$ cat src/rtl/cmdport_pkg.sv
package cmdport_pkg;
  parameter int TAG_W    = 16;
  parameter int SLOT_W   = 20;
  parameter int DATA_W   = 16;
  parameter int IDX_W    = 7;
  parameter int ID_W     = 2;
  parameter int FRAME_BIT = 15;
  parameter int CMD_BIT   = 14;
  parameter int WDAT_BIT  = 13;

  localparam int NUM_REGS = 2 ** (IDX_W - 1);
  localparam int SEL_W    = IDX_W - 1;
  localparam int ADDR_PAD = SLOT_W - 1 - IDX_W;
  localparam int DATA_PAD = SLOT_W - DATA_W;
  localparam logic [TAG_W-1:0] RSP_TAG =
    TAG_W'((1 << FRAME_BIT) | (1 << CMD_BIT) | (1 << WDAT_BIT));

  typedef struct packed {
    logic             frame;
    logic             wrEn;
    logic             rdEn;
    logic             idxOdd;
    logic [IDX_W-1:0] idx;
  } ctrl_strobes_t;
endpackage

$ cat src/rtl/cmdport_ctrl.sv
module cmdport_ctrl
  import cmdport_pkg::*;
(
  input  logic              frameStrobe,
  input  logic [TAG_W-1:0]  tagIn,
  input  logic [SLOT_W-1:0] cmdAddrIn,
  input  logic [ID_W-1:0]   codecId,
  output ctrl_strobes_t     strobes
);
  logic frameOk;
  logic idMatch;
  logic accepted;
  logic isRead;
  logic [IDX_W-1:0] idx;
  logic unusedBits;

  assign frameOk  = tagIn[FRAME_BIT] & tagIn[CMD_BIT];
  assign idMatch  = (tagIn[ID_W-1:0] == codecId);
  assign accepted = frameStrobe & frameOk & idMatch;
  assign isRead   = cmdAddrIn[SLOT_W-1];
  assign idx      = cmdAddrIn[SLOT_W-2 -: IDX_W];
  assign unusedBits = ^{tagIn[WDAT_BIT-1:ID_W], cmdAddrIn[ADDR_PAD-1:0]};

  always_comb begin
    strobes.frame  = frameStrobe;
    strobes.idx    = idx;
    strobes.idxOdd = idx[0];
    strobes.rdEn   = accepted & isRead;
    strobes.wrEn   = accepted & ~isRead & tagIn[WDAT_BIT] & ~idx[0];
  end
endmodule

$ cat src/rtl/cmdport_regfile.sv
module cmdport_regfile
  import cmdport_pkg::*;
(
  input  logic              clk,
  input  logic              rstN,
  input  ctrl_strobes_t     strobes,
  input  logic [DATA_W-1:0] wrData,
  output logic [TAG_W-1:0]  rspTag,
  output logic [SLOT_W-1:0] rspAddr,
  output logic [SLOT_W-1:0] rspData
);
  logic [DATA_W-1:0] regQ [NUM_REGS];
  logic [DATA_W-1:0] rdVal;
  logic [SEL_W-1:0]  sel;

  assign sel = strobes.idx[IDX_W-1:1];

  for (genvar g = 0; g < NUM_REGS; g++) begin : g_reg
    always_ff @(posedge clk) begin
      if (!rstN)
        regQ[g] <= '0;
      else if (strobes.wrEn && (sel == SEL_W'(g)))
        regQ[g] <= wrData;
    end
  end

  assign rdVal = strobes.idxOdd ? '0 : regQ[sel];

  always_ff @(posedge clk) begin
    if (!rstN) begin
      rspTag  <= '0;
      rspAddr <= '0;
      rspData <= '0;
    end else if (strobes.frame) begin
      if (strobes.rdEn) begin
        rspTag  <= RSP_TAG;
        rspAddr <= {1'b0, strobes.idx, {ADDR_PAD{1'b0}}};
        rspData <= {rdVal, {DATA_PAD{1'b0}}};
      end else begin
        rspTag  <= '0;
        rspAddr <= '0;
        rspData <= '0;
      end
    end
  end

  p_reserved_zero_r7: assert property (@(posedge clk) disable iff (!rstN)
    (rspAddr[SLOT_W-1] == 1'b0) && (rspAddr[ADDR_PAD-1:0] == '0) &&
    (rspData[DATA_PAD-1:0] == '0));

  p_hold_between_r7: assert property (@(posedge clk) disable iff (!rstN)
    !strobes.frame |=> $stable({rspTag, rspAddr, rspData}));
endmodule

$ cat src/rtl/cmdport_regs.sv
module cmdport_regs
  import cmdport_pkg::*;
(
  input  logic              clk,
  input  logic              rstN,
  input  logic              frameStrobe,
  input  logic [TAG_W-1:0]  tagIn,
  input  logic [SLOT_W-1:0] cmdAddrIn,
  input  logic [SLOT_W-1:0] cmdDataIn,
  input  logic [ID_W-1:0]   codecId,
  output logic [TAG_W-1:0]  rspTag,
  output logic [SLOT_W-1:0] rspAddr,
  output logic [SLOT_W-1:0] rspData
);
  ctrl_strobes_t strobes;
  logic unusedBits;

  assign unusedBits = ^cmdDataIn[DATA_PAD-1:0];

  cmdport_ctrl u_ctrl (
    .frameStrobe(frameStrobe),
    .tagIn      (tagIn),
    .cmdAddrIn  (cmdAddrIn),
    .codecId    (codecId),
    .strobes    (strobes)
  );

  cmdport_regfile u_regfile (
    .clk    (clk),
    .rstN   (rstN),
    .strobes(strobes),
    .wrData (cmdDataIn[SLOT_W-1 -: DATA_W]),
    .rspTag (rspTag),
    .rspAddr(rspAddr),
    .rspData(rspData)
  );

  p_needs_valid_r2: assert property (@(posedge clk) disable iff (!rstN)
    frameStrobe && !(tagIn[FRAME_BIT] && tagIn[CMD_BIT]) |=> rspTag == '0);

  p_id_mismatch_r3: assert property (@(posedge clk) disable iff (!rstN)
    frameStrobe && (tagIn[ID_W-1:0] != codecId) |=> rspTag == '0);

  p_odd_read_zero_r6: assert property (@(posedge clk) disable iff (!rstN)
    frameStrobe && tagIn[FRAME_BIT] && tagIn[CMD_BIT] &&
    (tagIn[ID_W-1:0] == codecId) && cmdAddrIn[SLOT_W-1] &&
    cmdAddrIn[SLOT_W-1-IDX_W] |=> rspData == '0);

  p_rsp_flags_r7: assert property (@(posedge clk) disable iff (!rstN)
    (rspTag != '0) |-> (rspTag == RSP_TAG));

  p_no_read_clears_r8: assert property (@(posedge clk) disable iff (!rstN)
    frameStrobe && !cmdAddrIn[SLOT_W-1] |=> (rspTag == '0) && (rspData == '0));
endmodule

$ cat config.mk
export PLATFORM = sky130hd
export DESIGN_NAME = cmdport_regs
export DESIGN_NICKNAME = d
export VERILOG_FILES = /design/src/rtl/cmdport_pkg.sv /design/src/rtl/cmdport_ctrl.sv /design/src/rtl/cmdport_regfile.sv /design/src/rtl/cmdport_regs.sv
export SDC_FILE = /design/constraint.sdc
export NUM_CORES = 1
export LEC_CHECK = 0
export BUFFER_PORTS_ARGS = -buffer_cell sky130_fd_sc_hd__buf_2
export CAP_MARGIN = 20
export CORE_UTILIZATION = 50
export CTS_CLUSTER_SIZE = 30
export DETAILED_ROUTE_END_ITERATION = 10
export PLACE_DENSITY = 0.66
export SYNTH_ARGS = -nofsm -noshare
export SYNTH_HDL_FRONTEND = slang
export SYNTH_SLANG_ARGS = --single-unit
$ cat constraint.sdc
create_clock -name clk -period 9 [get_ports clk]
set_input_delay 0.45 -clock clk [delete_from_list [all_inputs] [get_ports clk]]
set_output_delay 0.45 -clock clk [all_outputs]
set_load 0.02 [all_outputs]
==> results.txt <==
The run finished with clean final reports. In this run the power spent charging and discharging nets is 0.002434 W. Setup repair after global routing left no endpoint under its margin. Y dimension of the die: 312.9 um. The tools report the setup slack on the worst flop-to-flop path as 6600 ps. For the combinational cell fraction of total power, the log shows 0.070. Data on the critical path arrives at its endpoint at 4130 ps. TritonCTS built the clock tree. In this run the power density over the cells is 201.5 nW/um^2. The tools report the sequential cell fraction of total power as 0.528. The first global-routing pass estimated 182,500 um of wire. The analysis attributes to cell leakage a power of 19.34 nW. Port buffering added 59 buffers. STA classifies the critical path startpoint as a primary input.

The gate count of the mapped netlist was 3,532; the cell depth of the worst min-delay path was 3. In this run, post-CTS repair resized a total of 0 instances. Counting every sink on the clock net gives 1,048. For this run, the number of Yosys warnings is 0. The total area inside the core boundary comes to 95,440 sq um. The tools report the final count of pins violating max slew as 0.

The net switching share of the total power works out to 0.2277. Synthesis inferred 1,048 register bits. In this run the critical register-to-register path is captured at u_regfile.rspData[13]. Number of rows created at floorplan: 113. The critical setup path kind was in -> reg.

The tree is rooted in a sky130_fd_sc_hd__clkbuf_16. The tightest min-delay check is of the in -> reg type. The clock reaches the later pin of the worst-skew pair after 680 ps.

Using the TritonRoute via totals, the vias-per-cell ratio works out to 5.909. In this run the count of I/O pins placed on the die edge is 117. The startpoint of the worst hold path is cmdAddrIn[12]. The met3 layer wire length in the routed design was 10,270 um; the worst path buffer plus inverter count was 2.

The hold slack is 79.81 ps. For the number of failing hold endpoints at the final stage, the log shows 0. The detailed router put a total of 50,170 um of wire on met1.

The number of cells in the finished layout apart from fillers came out at 4,835. The proportion of synthesized chip area in sequential cells was 0.6460. The number of routed nets with antenna violations was 0.

The mapped cell area was 48,340 sq um. In this run the top signal layer used is met4. The final layout net count is 3,544, and the number of remaining DRC errors is 0.

The effective utilization at floorplan is 0.5065, and the total global-route track usage is 0.2550. On the critical path, the stage with the largest delay is an instance of sky130_fd_sc_hd__nor2_1. Cell taking the most area after synthesis: sky130_fd_sc_hd__edfxtp_1. The number of enable flip-flop cells after synthesis was 1,024. The clock-pin slew on the worst setup and hold paths is 60 ps.

The number of antenna violations at the first check in global routing came out at 4. The worst setup path is captured at a register. The worst clock skew on the final layout is 28.37 ps, and the actual transition at the worst max-transition pin is 1183 ps. For the final routed database, the setup TNS stands at 0 ps. Buffers inserted to repair hold after CTS numbered 0. Total of fill cells in the finished design: 7,611.

The overall die width works out to 312.9 um. The largest single stage delay on the critical path is 950 ps. The part of the cycle the worst path needs is 0.3979. Once placement finished, the instance area stood at 49,580 sq um. The signal on the critical path passes through buf_8, buf_12, and2b_1, nand4_1, nor2_1, and2_1. Final critical path time including I/O delays and setup: 3581 ps.

After detailed placement, the design holds a cell count of 4,629. The average instance in the mapped netlist occupies 13.69 sq um. Number of global-route vias before repair: 28,170. CTS built an H-tree with a depth of 3. Summed over all nets, wire length on met2 after detailed routing comes to 60,360 um. Critical register-to-register path startpoint: u_regfile.regQ[42][9].

The share of layout cells above drive strength 1 works out to 0.1154. The clock network fraction of design power is 0.403. Share of synthesized flip-flops with an asynchronous set or reset: 0. In the post-synthesis netlist, the cell with the most instances is sky130_fd_sc_hd__and2_1. Portion of synthesized cell area occupied by the leading cell type: 0.6361.

The worst hold path terminates at u_regfile.rspAddr[12]. Counting instances in the post-synthesis netlist gives the leading cell types as 1,026 x sky130_fd_sc_hd__and2_1, 1,024 x sky130_fd_sc_hd__edfxtp_1, 384 x sky130_fd_sc_hd__mux2i_1, 233 x sky130_fd_sc_hd__clkbuf_1, 109 x sky130_fd_sc_hd__o21ai_0. At the worst endpoint, the required time is 9550 ps. The tools report the normalized max-slew margin as 0.2081. For this block, the initial DRC count from the detailed router was 3,244. The synthesis-to-layout area growth was 9.721%. Of all nets on the critical path, the largest fanout is 130. Among all flip-flop cells after synthesis, the most frequent one is sky130_fd_sc_hd__edfxtp_1.

Across the run, the number of max-cap violations was 0. The number of buffers inserted by post-CTS setup repair is 0. IR analysis of the VDD net gives a maximum drop of 0.1475 mV. The total wire length came out at 125,700 um.

Buffers inserted during clock tree synthesis total 105. The number of cells on the worst reg-to-reg path is 5. Entering global routing, the biggest net connects 136 pins.

In the post-synthesis netlist, the biggest area contributors are sky130_fd_sc_hd__edfxtp_1 64%, sky130_fd_sc_hd__and2_1 13%, sky130_fd_sc_hd__mux2i_1 8.0%. The final number of setup-violating endpoints is 0, and the iteration count of the initial detailed-routing pass is 6. For the internal power summed over all cells, the log shows 0.008254 W. On the critical path the largest part of the delay comes from simple AND/OR/NAND/NOR gates. Die area: 97,930 sq um.

The netlist uses 43 different library cells. The congestion estimate from routability-driven global placement came to 0.8798. The routed layout has 28,570 vias. After global routing the overflow that remains totals 0. After detailed routing, the average wire length per cell comes to 26.01 um. Static timing analysis puts the maximum clock frequency at 279.3 MHz. The HPWL reported at the end of detailed placement came out at 74,370 um. The maximum root-to-sink buffer count was 3; the final non-filler cell area was 53,040 sq um.
[routing by layer]
metal,up-vias,global-route usage
met4,0,0.1075
met2,1229,0.4122
met5,-,0
met1,14470,0.3505
li1,12650,-
met3,225,0.03110
[placed cells by master (no fill, tap or decap), types with 17 or more instances in the layout]
cell type and n:
sky130_fd_sc_hd__nand2_1 53, sky130_fd_sc_hd__nand4_1 21, sky130_fd_sc_hd__conb_1 30, sky130_fd_sc_hd__mux4_2 64, sky130_fd_sc_hd__a21oi_1 38, sky130_fd_sc_hd__nand3_1 84
sky130_fd_sc_hd__mux2i_1 384, sky130_fd_sc_hd__o22ai_1 48, sky130_fd_sc_hd__clkinv_1 17, sky130_fd_sc_hd__buf_2 57, sky130_fd_sc_hd__buf_4 103, sky130_fd_sc_hd__and2_1 1025
sky130_fd_sc_hd__a22o_1 32, sky130_fd_sc_hd__clkbuf_16 105, sky130_fd_sc_hd__clkinv_2 19, sky130_fd_sc_hd__o21ai_0 45, sky130_fd_sc_hd__edfxtp_1 1024, sky130_fd_sc_hd__o21ai_1 67
sky130_fd_sc_hd__a22oi_1 96, sky130_fd_sc_hd__nor2_1 63, sky130_fd_sc_hd__clkbuf_1 22, sky130_fd_sc_hd__nand3b_1 19, sky130_fd_sc_hd__dfxtp_1 24
[worst max path at each step]
stage | cells after the start | slack, ps | endpoint | from
global route | 6 | 5090 | u_regfile.regQ[45][8] | cmdAddrIn[13]
detailed placement | 6 | 4550 | u_regfile.regQ[13][7] | cmdAddrIn[13]
floorplan | 5 | 5840 | u_regfile.regQ[24][0] | cmdAddrIn[19]
finish | 6 | 5420 | u_regfile.regQ[45][5] | cmdAddrIn[13]
global placement | 6 | 4720 | u_regfile.regQ[61][8] | cmdAddrIn[13]
CTS | 6 | 5240 | u_regfile.regQ[61][8] | cmdAddrIn[13]
[metrics by stage]
stage	setup slack, ps	utilization	power [W]
after floorplan	5842	-	0.006189
after global placement	4716	0.5193	0.006453
after detailed placement	4553	0.5195	0.006485
after CTS	5244	0.5547	0.01073
after global routing	5094	0.5558	0.01095
final	5419	0.5558	0.01069
[power groups by stage]
stage          Clock [W]  Combinational [W]  Sequential [W]
2_1_floorplan          0           0.000464         0.00573
3_3_place_gp           0           0.000727         0.00573
3_5_place_dp           0           0.000743         0.00574
4_1_cts          0.00434           0.000743         0.00564
5_1_grt          0.00451           0.000783         0.00566
6_report         0.00430           0.000746         0.00564
[cells by family after synthesis]
kind of cell / share of synthesized area
buffers and inverters: 0.03202
AOI/OAI and AO/OA: 0.04566
other: 0.00007757
DFF: 0.6460
muxes: 0.1093
and+or+nand+nor: 0.1666
xor gates and xnor gates: 0.0003624
[worst min-delay path, delay by kind of cell]
family          cells  cell delay [ps]
compound gates      1               60
buf+inv             1              110
simple gates        1              100
[cell type report]
class,count,area (sq um),area share
Timing Repair Buffer,167,1161,0.02189
Tap cell,1265,1583,0.02984
Clock buffer,137,2848,0.05369
Antenna cell,1,2.502,0.00004718
Sequential cell,1048,31230,0.5888
Clock inverter,56,513.0,0.009671
Multi-Input combinational cell,2161,15710,0.2961
[sequential cells by signal, summed over array words and instances (netlist names)]
signal / count
u_regfile.rspData: 16
u_regfile.regQ: 1024
u_regfile.rspAddr: 7
u_regfile.rspTag: 1
No activity file was read; power rests on OpenSTA's default activity.
